### src/rtl/pcg_pkg.sv
package pcg_pkg;
    localparam int GRP_NUM = 3;
    localparam int REG_W   = 16;
    localparam int DEF_GRP_W = 12;
    // defaults for 3 groups of 12: hardware control on bit 0 of each group,
    // always-on at group 2 bit 6
    localparam logic [GRP_NUM*DEF_GRP_W-1:0] DEF_HW_MASK  = 36'h0_0100_1001;
    localparam logic [GRP_NUM*DEF_GRP_W-1:0] DEF_AON_MASK = 36'h0_4000_0000;

    typedef enum logic [1:0] {
        KIND_RST  = 2'd0,
        KIND_STAT = 2'd1,
        KIND_SET  = 2'd2,
        KIND_CLR  = 2'd3
    } reg_kind_e;
endpackage

### src/rtl/pcg_decode.sv
module pcg_decode
    import pcg_pkg::*;
(
    input  logic               bus_sel,
    input  logic               bus_wr,
    input  logic [3:0]         bus_addr,
    output reg_kind_e          kind,
    output logic [GRP_NUM-1:0] grp_hit,
    output logic [GRP_NUM-1:0] wr_rst,
    output logic [GRP_NUM-1:0] wr_set,
    output logic [GRP_NUM-1:0] wr_clr
);
    logic wr_cyc;

    assign kind   = reg_kind_e'(bus_addr[3:2]);
    assign wr_cyc = bus_sel && bus_wr;

    for (genvar g = 0; g < GRP_NUM; g++) begin : g_hit
        assign grp_hit[g] = (bus_addr[1:0] == 2'(g));
        assign wr_rst[g]  = wr_cyc && grp_hit[g] && (kind == KIND_RST);
        assign wr_set[g]  = wr_cyc && grp_hit[g] && (kind == KIND_SET);
        assign wr_clr[g]  = wr_cyc && grp_hit[g] && (kind == KIND_CLR);
    end
endmodule

### src/rtl/pcg_group.sv
module pcg_group #(
    parameter int           W        = 12,
    parameter logic [W-1:0] HW_MASK  = '0,
    parameter logic [W-1:0] AON_MASK = '0
) (
    input  logic         clk,
    input  logic         rst_n,
    input  logic         wr_rst,
    input  logic         wr_set,
    input  logic         wr_clr,
    input  logic [W-1:0] wdata,
    input  logic [W-1:0] hw_req,
    output logic [W-1:0] clk_en,
    output logic [W-1:0] rst_out
);
    logic grp_unused;

    // reset holding register: all consumers held after power-up
    always_ff @(posedge clk or negedge rst_n) begin
        if (!rst_n) begin
            rst_out <= '1;
        end else if (wr_rst) begin
            rst_out <= wdata;
        end
    end

    // each consumer bit picks its enable variant
    for (genvar i = 0; i < W; i++) begin : g_bit
        if (AON_MASK[i]) begin : g_aon
            assign clk_en[i] = 1'b1;
        end else if (HW_MASK[i]) begin : g_hw
            assign clk_en[i] = hw_req[i];
        end else begin : g_soft
            logic en_q;
            always_ff @(posedge clk or negedge rst_n) begin
                if (!rst_n) begin
                    en_q <= 1'b0;
                end else if (wr_clr && wdata[i]) begin
                    en_q <= 1'b0;
                end else if (wr_set && wdata[i]) begin
                    en_q <= 1'b1;
                end
            end
            assign clk_en[i] = en_q;
        end
    end

    assign grp_unused = ^(hw_req & ~HW_MASK);
endmodule

### src/rtl/pcg_ctrl.sv
module pcg_ctrl
    import pcg_pkg::*;
#(
    parameter int                       GRP_W          = DEF_GRP_W,
    parameter logic [GRP_NUM*GRP_W-1:0] HW_CTRL_MASK   = DEF_HW_MASK,
    parameter logic [GRP_NUM*GRP_W-1:0] ALWAYS_ON_MASK = DEF_AON_MASK
) (
    input  logic                     clk,
    input  logic                     rst_n,
    input  logic                     bus_sel,
    input  logic                     bus_wr,
    input  logic [3:0]               bus_addr,
    input  logic [15:0]              bus_wdata,
    output logic [15:0]              bus_rdata,
    input  logic [GRP_NUM*GRP_W-1:0] hw_req,
    output logic [GRP_NUM*GRP_W-1:0] clk_en,
    output logic [GRP_NUM*GRP_W-1:0] periph_rst
);
    localparam int NCONS = GRP_NUM * GRP_W;

    reg_kind_e          kind;
    logic [GRP_NUM-1:0] grp_hit;
    logic [GRP_NUM-1:0] wr_rst;
    logic [GRP_NUM-1:0] wr_set;
    logic [GRP_NUM-1:0] wr_clr;
    logic [GRP_W-1:0]   grp_rst [GRP_NUM];
    logic [GRP_W-1:0]   grp_en  [GRP_NUM];
    logic [GRP_W-1:0]   sel_rst;
    logic [GRP_W-1:0]   sel_en;
    logic               any_hit;

    pcg_decode u_dec (
        .bus_sel  (bus_sel),
        .bus_wr   (bus_wr),
        .bus_addr (bus_addr),
        .kind     (kind),
        .grp_hit  (grp_hit),
        .wr_rst   (wr_rst),
        .wr_set   (wr_set),
        .wr_clr   (wr_clr)
    );

    for (genvar g = 0; g < GRP_NUM; g++) begin : g_grp
        pcg_group #(
            .W        (GRP_W),
            .HW_MASK  (HW_CTRL_MASK[g*GRP_W +: GRP_W]),
            .AON_MASK (ALWAYS_ON_MASK[g*GRP_W +: GRP_W])
        ) u_grp (
            .clk     (clk),
            .rst_n   (rst_n),
            .wr_rst  (wr_rst[g]),
            .wr_set  (wr_set[g]),
            .wr_clr  (wr_clr[g]),
            .wdata   (bus_wdata[GRP_W-1:0]),
            .hw_req  (hw_req[g*GRP_W +: GRP_W]),
            .clk_en  (grp_en[g]),
            .rst_out (grp_rst[g])
        );
        assign clk_en[g*GRP_W +: GRP_W]     = grp_en[g];
        assign periph_rst[g*GRP_W +: GRP_W] = grp_rst[g];
    end

    if (GRP_W < REG_W) begin : g_pad
        logic wdata_unused;
        assign wdata_unused = ^bus_wdata[REG_W-1:GRP_W];
    end

    // group selection for readback
    always_comb begin
        sel_rst = '0;
        sel_en  = '0;
        any_hit = 1'b0;
        for (int g = 0; g < GRP_NUM; g++) begin
            if (grp_hit[g]) begin
                sel_rst = grp_rst[g];
                sel_en  = grp_en[g];
                any_hit = 1'b1;
            end
        end
    end

    always_comb begin
        bus_rdata = '0;
        if (bus_sel && !bus_wr && any_hit) begin
            unique case (kind)
                KIND_RST:  bus_rdata = REG_W'(sel_rst);
                KIND_STAT: bus_rdata = REG_W'(sel_en);
                KIND_SET:  bus_rdata = '0;
                KIND_CLR:  bus_rdata = '0;
                default:   bus_rdata = '0;
            endcase
        end
    end

    logic [NCONS-1:0] width_unused;
    assign width_unused = '0;
endmodule

### config.mk
export PLATFORM = sky130hd
export DESIGN_NAME = pcg_ctrl
export DESIGN_NICKNAME = d
export VERILOG_FILES = /design/src/rtl/pcg_pkg.sv /design/src/rtl/pcg_decode.sv /design/src/rtl/pcg_group.sv /design/src/rtl/pcg_ctrl.sv
export SDC_FILE = /design/constraint.sdc
export NUM_CORES = 1
export LEC_CHECK = 0
export BUFFER_PORTS_ARGS = -buffer_cell sky130_fd_sc_hd__clkbuf_2
export CAP_MARGIN = 5
export CELL_PAD_IN_SITES_DETAIL_PLACEMENT = 0
export CELL_PAD_IN_SITES_GLOBAL_PLACEMENT = 1
export CORE_ASPECT_RATIO = 0.9
export CORE_MARGIN = 2
export CORE_UTILIZATION = 35
export CTS_BUF_LIST = sky130_fd_sc_hd__clkbuf_4 sky130_fd_sc_hd__clkbuf_8
export DETAILED_ROUTE_END_ITERATION = 6
export GPL_TIMING_DRIVEN = 0
export PLACE_DENSITY_LB_ADDON = 0.1
export SLEW_MARGIN = 30
export SYNTH_ARGS = -nofsm -noshare
export SYNTH_HDL_FRONTEND = slang
export SYNTH_SLANG_ARGS = --single-unit
### constraint.sdc
create_clock -name clk -period 1.2 [get_ports clk]
set_clock_uncertainty 0.15 [all_clocks]
set_input_delay 0.18 -clock clk [delete_from_list [all_inputs] [get_ports clk]]
set_output_delay 0.18 -clock clk [all_outputs]
set_load 0.03 [all_outputs]
==> flow_summary.ini <==
[yosys]
synthCells = 360
synth_area_leader_cell = dfstp_2
yosysSeqAreaShare_pct = 44.4
syn_area_mm2 = 0.00393
ys_top_cells_by_area = dfstp_2 (24%), dfrtp_1 (20%), buf_4 (8.8%)
synth-seq-cells = 68
synth-edff-count = 0
yosys.cell_types.count = 35
ys_warn_count = 0
yosysMostFrequentCell = buf_4
synthArstFlopShare_pct = 100
synth_ff_type = dfstp_2
synth_area_per_cell_um2 = 10.9
yosys.area.top_type_share_pct = 24.1
synth_common_cells = buf_4 (46), nand3_1 (39), dfstp_2 (36)

[drt]
first_pass_iters = 4
vias = 3341
antenna_left = 0
post_drt_via_cell_ratio = 4.94
dr.first_iter.drc_count = 141
routed_wirelength_um = 12400
avgRoutedWirePerCell_um = 18.4
drc_errors = 0

[power]
ir_worst_vdd_mv = 0.659
power.total_mw = 9.67
internal_power_mw = 6.24
switchingPower_mw = 3.43
power_frac_seq_pct = 34.9
power_density_mw_per_mm2 = 1550
combPwrFrac_pct = 48.1
switching_share_pct = 35.5
leakage_nw = 2.92
clock_power_share_pct = 17.0

[cts]
clk_path_buf_depth = 2
cts_sinks = 68
clock_latency_ns = 0.33
cts_tree = done
clk_pin_slew_worst_paths_ns = 0.08
cts_buffers = 9
htree_levels = 3
root_buffer = clkbuf_8

[timing]
hold_viol_final = 0
period_minus_slack_ns = 1.86
finalSetupViolations = 80
slew_violations = 0
maxSlewHeadroom_pct = 66.2
worst_pin_slew_ns = 0.506
setup_ws_ns = -0.660
fmax_ghz = 0.538
fin_crit_sh_pct = 155
rsz0062_at_grt = yes

[global_route]
antenna_found_initial = 0
grt_overflow = 0
grt_max_degree = 42
grt_pass1_vias = 3442
grt_util_all_layers_pct = 20.7
grt_first_pass_wirelength_um = 19100

[final_layout]
final_util_pct = 57.3
regArea_mm2 = 0.00175
nFillCells = 977
multi_input_area_mm2 = 0.00168
layout.nets = 580
drive_gt1_share_pct = 59.0
area_growth_pct = 58.7
diodes = 0

[outcome]
violations = negative setup slack
outcome = complete, but fails checks

[critical_path]
path_delay_family = flip-flops
critPathArrivalTime_ns = 1.53
slowest_stage = dfstp_2
path_cells = mux2i_1 -> o221ai_1 -> and3_4 -> buf_8
cp-end-kind = output port
cp_max_fo = 2
critPathKind = reg2out
path_buf_inv = 1
worstPathRequired_ns = 0.87
max_stage_delay_ns = 0.53
start_kind = flip-flop

[die]
die_width_um = 116
coreArea_mm2 = 0.0109
ios = 148
fp-row-count = 36
die-area_mm2 = 0.0121
die_height_um = 105
start_util_pct = 36.1

[hold_path]
hold_path_class = in2reg

[placed_design]
io_buffers = 95
hpwl_um = 8490
routabilityCongestion = 0.798

[flow_run]
cap_violations = 0
layout make-up:
type,instances,share of cell area (%)
repair buffers,165,30.2
plain buffers,58,7.92
clock buffers,10,2.10
flip-flops and latches,68,28.0
inverters,24,1.44
clock inverters,5,0.461
well taps,152,3.05
multi-input cells,194,26.9
layout by cell type (no fill, tap or decap), drive strengths merged:
cell | Yosys | routed
o21ai | 12 | 12
o221ai | 22 | 22
clkinv | 0 | 3
a31oi | 6 | 6
and4b | 2 | 2
and2 | 7 | 7
nor2b | 1 | 1
and4bb | 1 | 1
a21oi | 5 | 5
inv | 24 | 25
o211ai | 1 | 1
clkbuf | 14 | 45
dlygate4sd3 | 0 | 2
mux2i | 23 | 23
nand3 | 39 | 39
nand2b | 2 | 2
conb | 2 | 5
buf | 63 | 186
dfrtp | 32 | 32
nor3 | 1 | 1
and3 | 11 | 11
nand2 | 1 | 1
a2111oi | 1 | 1
dfstp | 36 | 36
nand3b | 1 | 1
mux2 | 24 | 24
o211a | 1 | 1
nor2 | 1 | 1
a22o | 27 | 27
clkinvlp | 0 | 1
routing by layer:
layer | routed length (um) | up-vias | global-route usage (%)
met2 | 5810 | 110 | 32.2
met5 | 0 | - | 0
met1 | 5940 | 1650 | 29.3
li1 | - | 1573 | -
met3 | 599 | 8 | 4.70
met4 | 65 | 0 | 4.85
kinds of logic after synthesis:
family	Yosys count	synth area share, %
other cells	2	0.191
buf+inv	101	15.4
simple gates	67	10.1
compound gates	75	15.2
flops	68	44.4
mux	47	14.6
path summary, 6_finish.rpt:
| kind | from | slack, ns | depth (start not counted) | endpoint |
|---|---|---|---|---|
| setup / recovery | g_grp[0].u_grp.rst_out[9]$_DFFE_PN1P_ | -0.66 | 4 | bus_rdata[9] |
| hold / removal | bus_wdata[6] | 0.03 | 3 | g_grp[2].u_grp.rst_out[6]$_DFFE_PN1P_ |
| setup reg to reg | g_grp[1].u_grp.g_bit[5].g_soft.en_q$_DFFE_PN0P_ | 0.01 | 4 | g_grp[1].u_grp.g_bit[5].g_soft.en_q$_DFFE_PN0P_ |
| hold reg to reg | g_grp[2].u_grp.rst_out[5]$_DFFE_PN1P_ | 0.36 | 2 | g_grp[2].u_grp.rst_out[5]$_DFFE_PN1P_ |
| max in group asynchronous | rst_n | 0.11 | 3 | g_grp[2].u_grp.rst_out[0]$_DFFE_PN1P_ |
| min in group asynchronous | rst_n | 0.17 | 2 | g_grp[0].u_grp.g_bit[8].g_soft.en_q$_DFFE_PN0P_ |
flip-flops by register name, summed over array words and instances (netlist names):
register	cells
g_grp.u_grp.rst_out	36
g_grp.u_grp.g_bit.g_soft.en_q	32
power groups by stage:
stage / sequential (mW) / clock (mW) / combinational [mW]
floorplan: 3.81 / 0 / 1.69
global placement: 3.38 / 0 / 2.94
detailed placement: 3.38 / 0 / 2.97
CTS: 3.37 / 1.67 / 4.19
global route: 3.42 / 1.77 / 4.91
finish: 3.37 / 1.64 / 4.65
worst min-delay path: cells and delay by family:
| kind | cells | cell delay (ns) |
|---|---|---|
| AND/OR/NAND/NOR | 1 | 0.09 |
| buffers and inverters | 1 | 0.16 |
| AO/OA/AOI/OAI | 1 | 0.08 |
stage by stage:
stage          worst slack [ns]  std cells  instance area, um^2  hold slack, ns  TNS [ns]
6_report                 -0.660        676                 6240          0.0264    -19.33
5_1_grt                  -0.718        676                 6240          0.0501    -22.59
4_1_cts                  -0.681        651                 5910          0.0215    -21.00
3_5_place_dp             -0.896        611                 4680          0.0194    -28.04
3_3_place_gp             -0.878        610                 4660           0.287    -65.25
2_1_floorplan            -0.290        363                 4000          -0.266     -5.37
what timing repair did:
item,in CTS,in global routing
gates resized for setup,253,97
hold buffers,2,0
setup endpoints to repair,91,124
pin swaps,14,14
hold endpoints to repair,30,0
cloned,0,1
setup buffers,26,44
No activity file was read; power rests on OpenSTA's default activity.
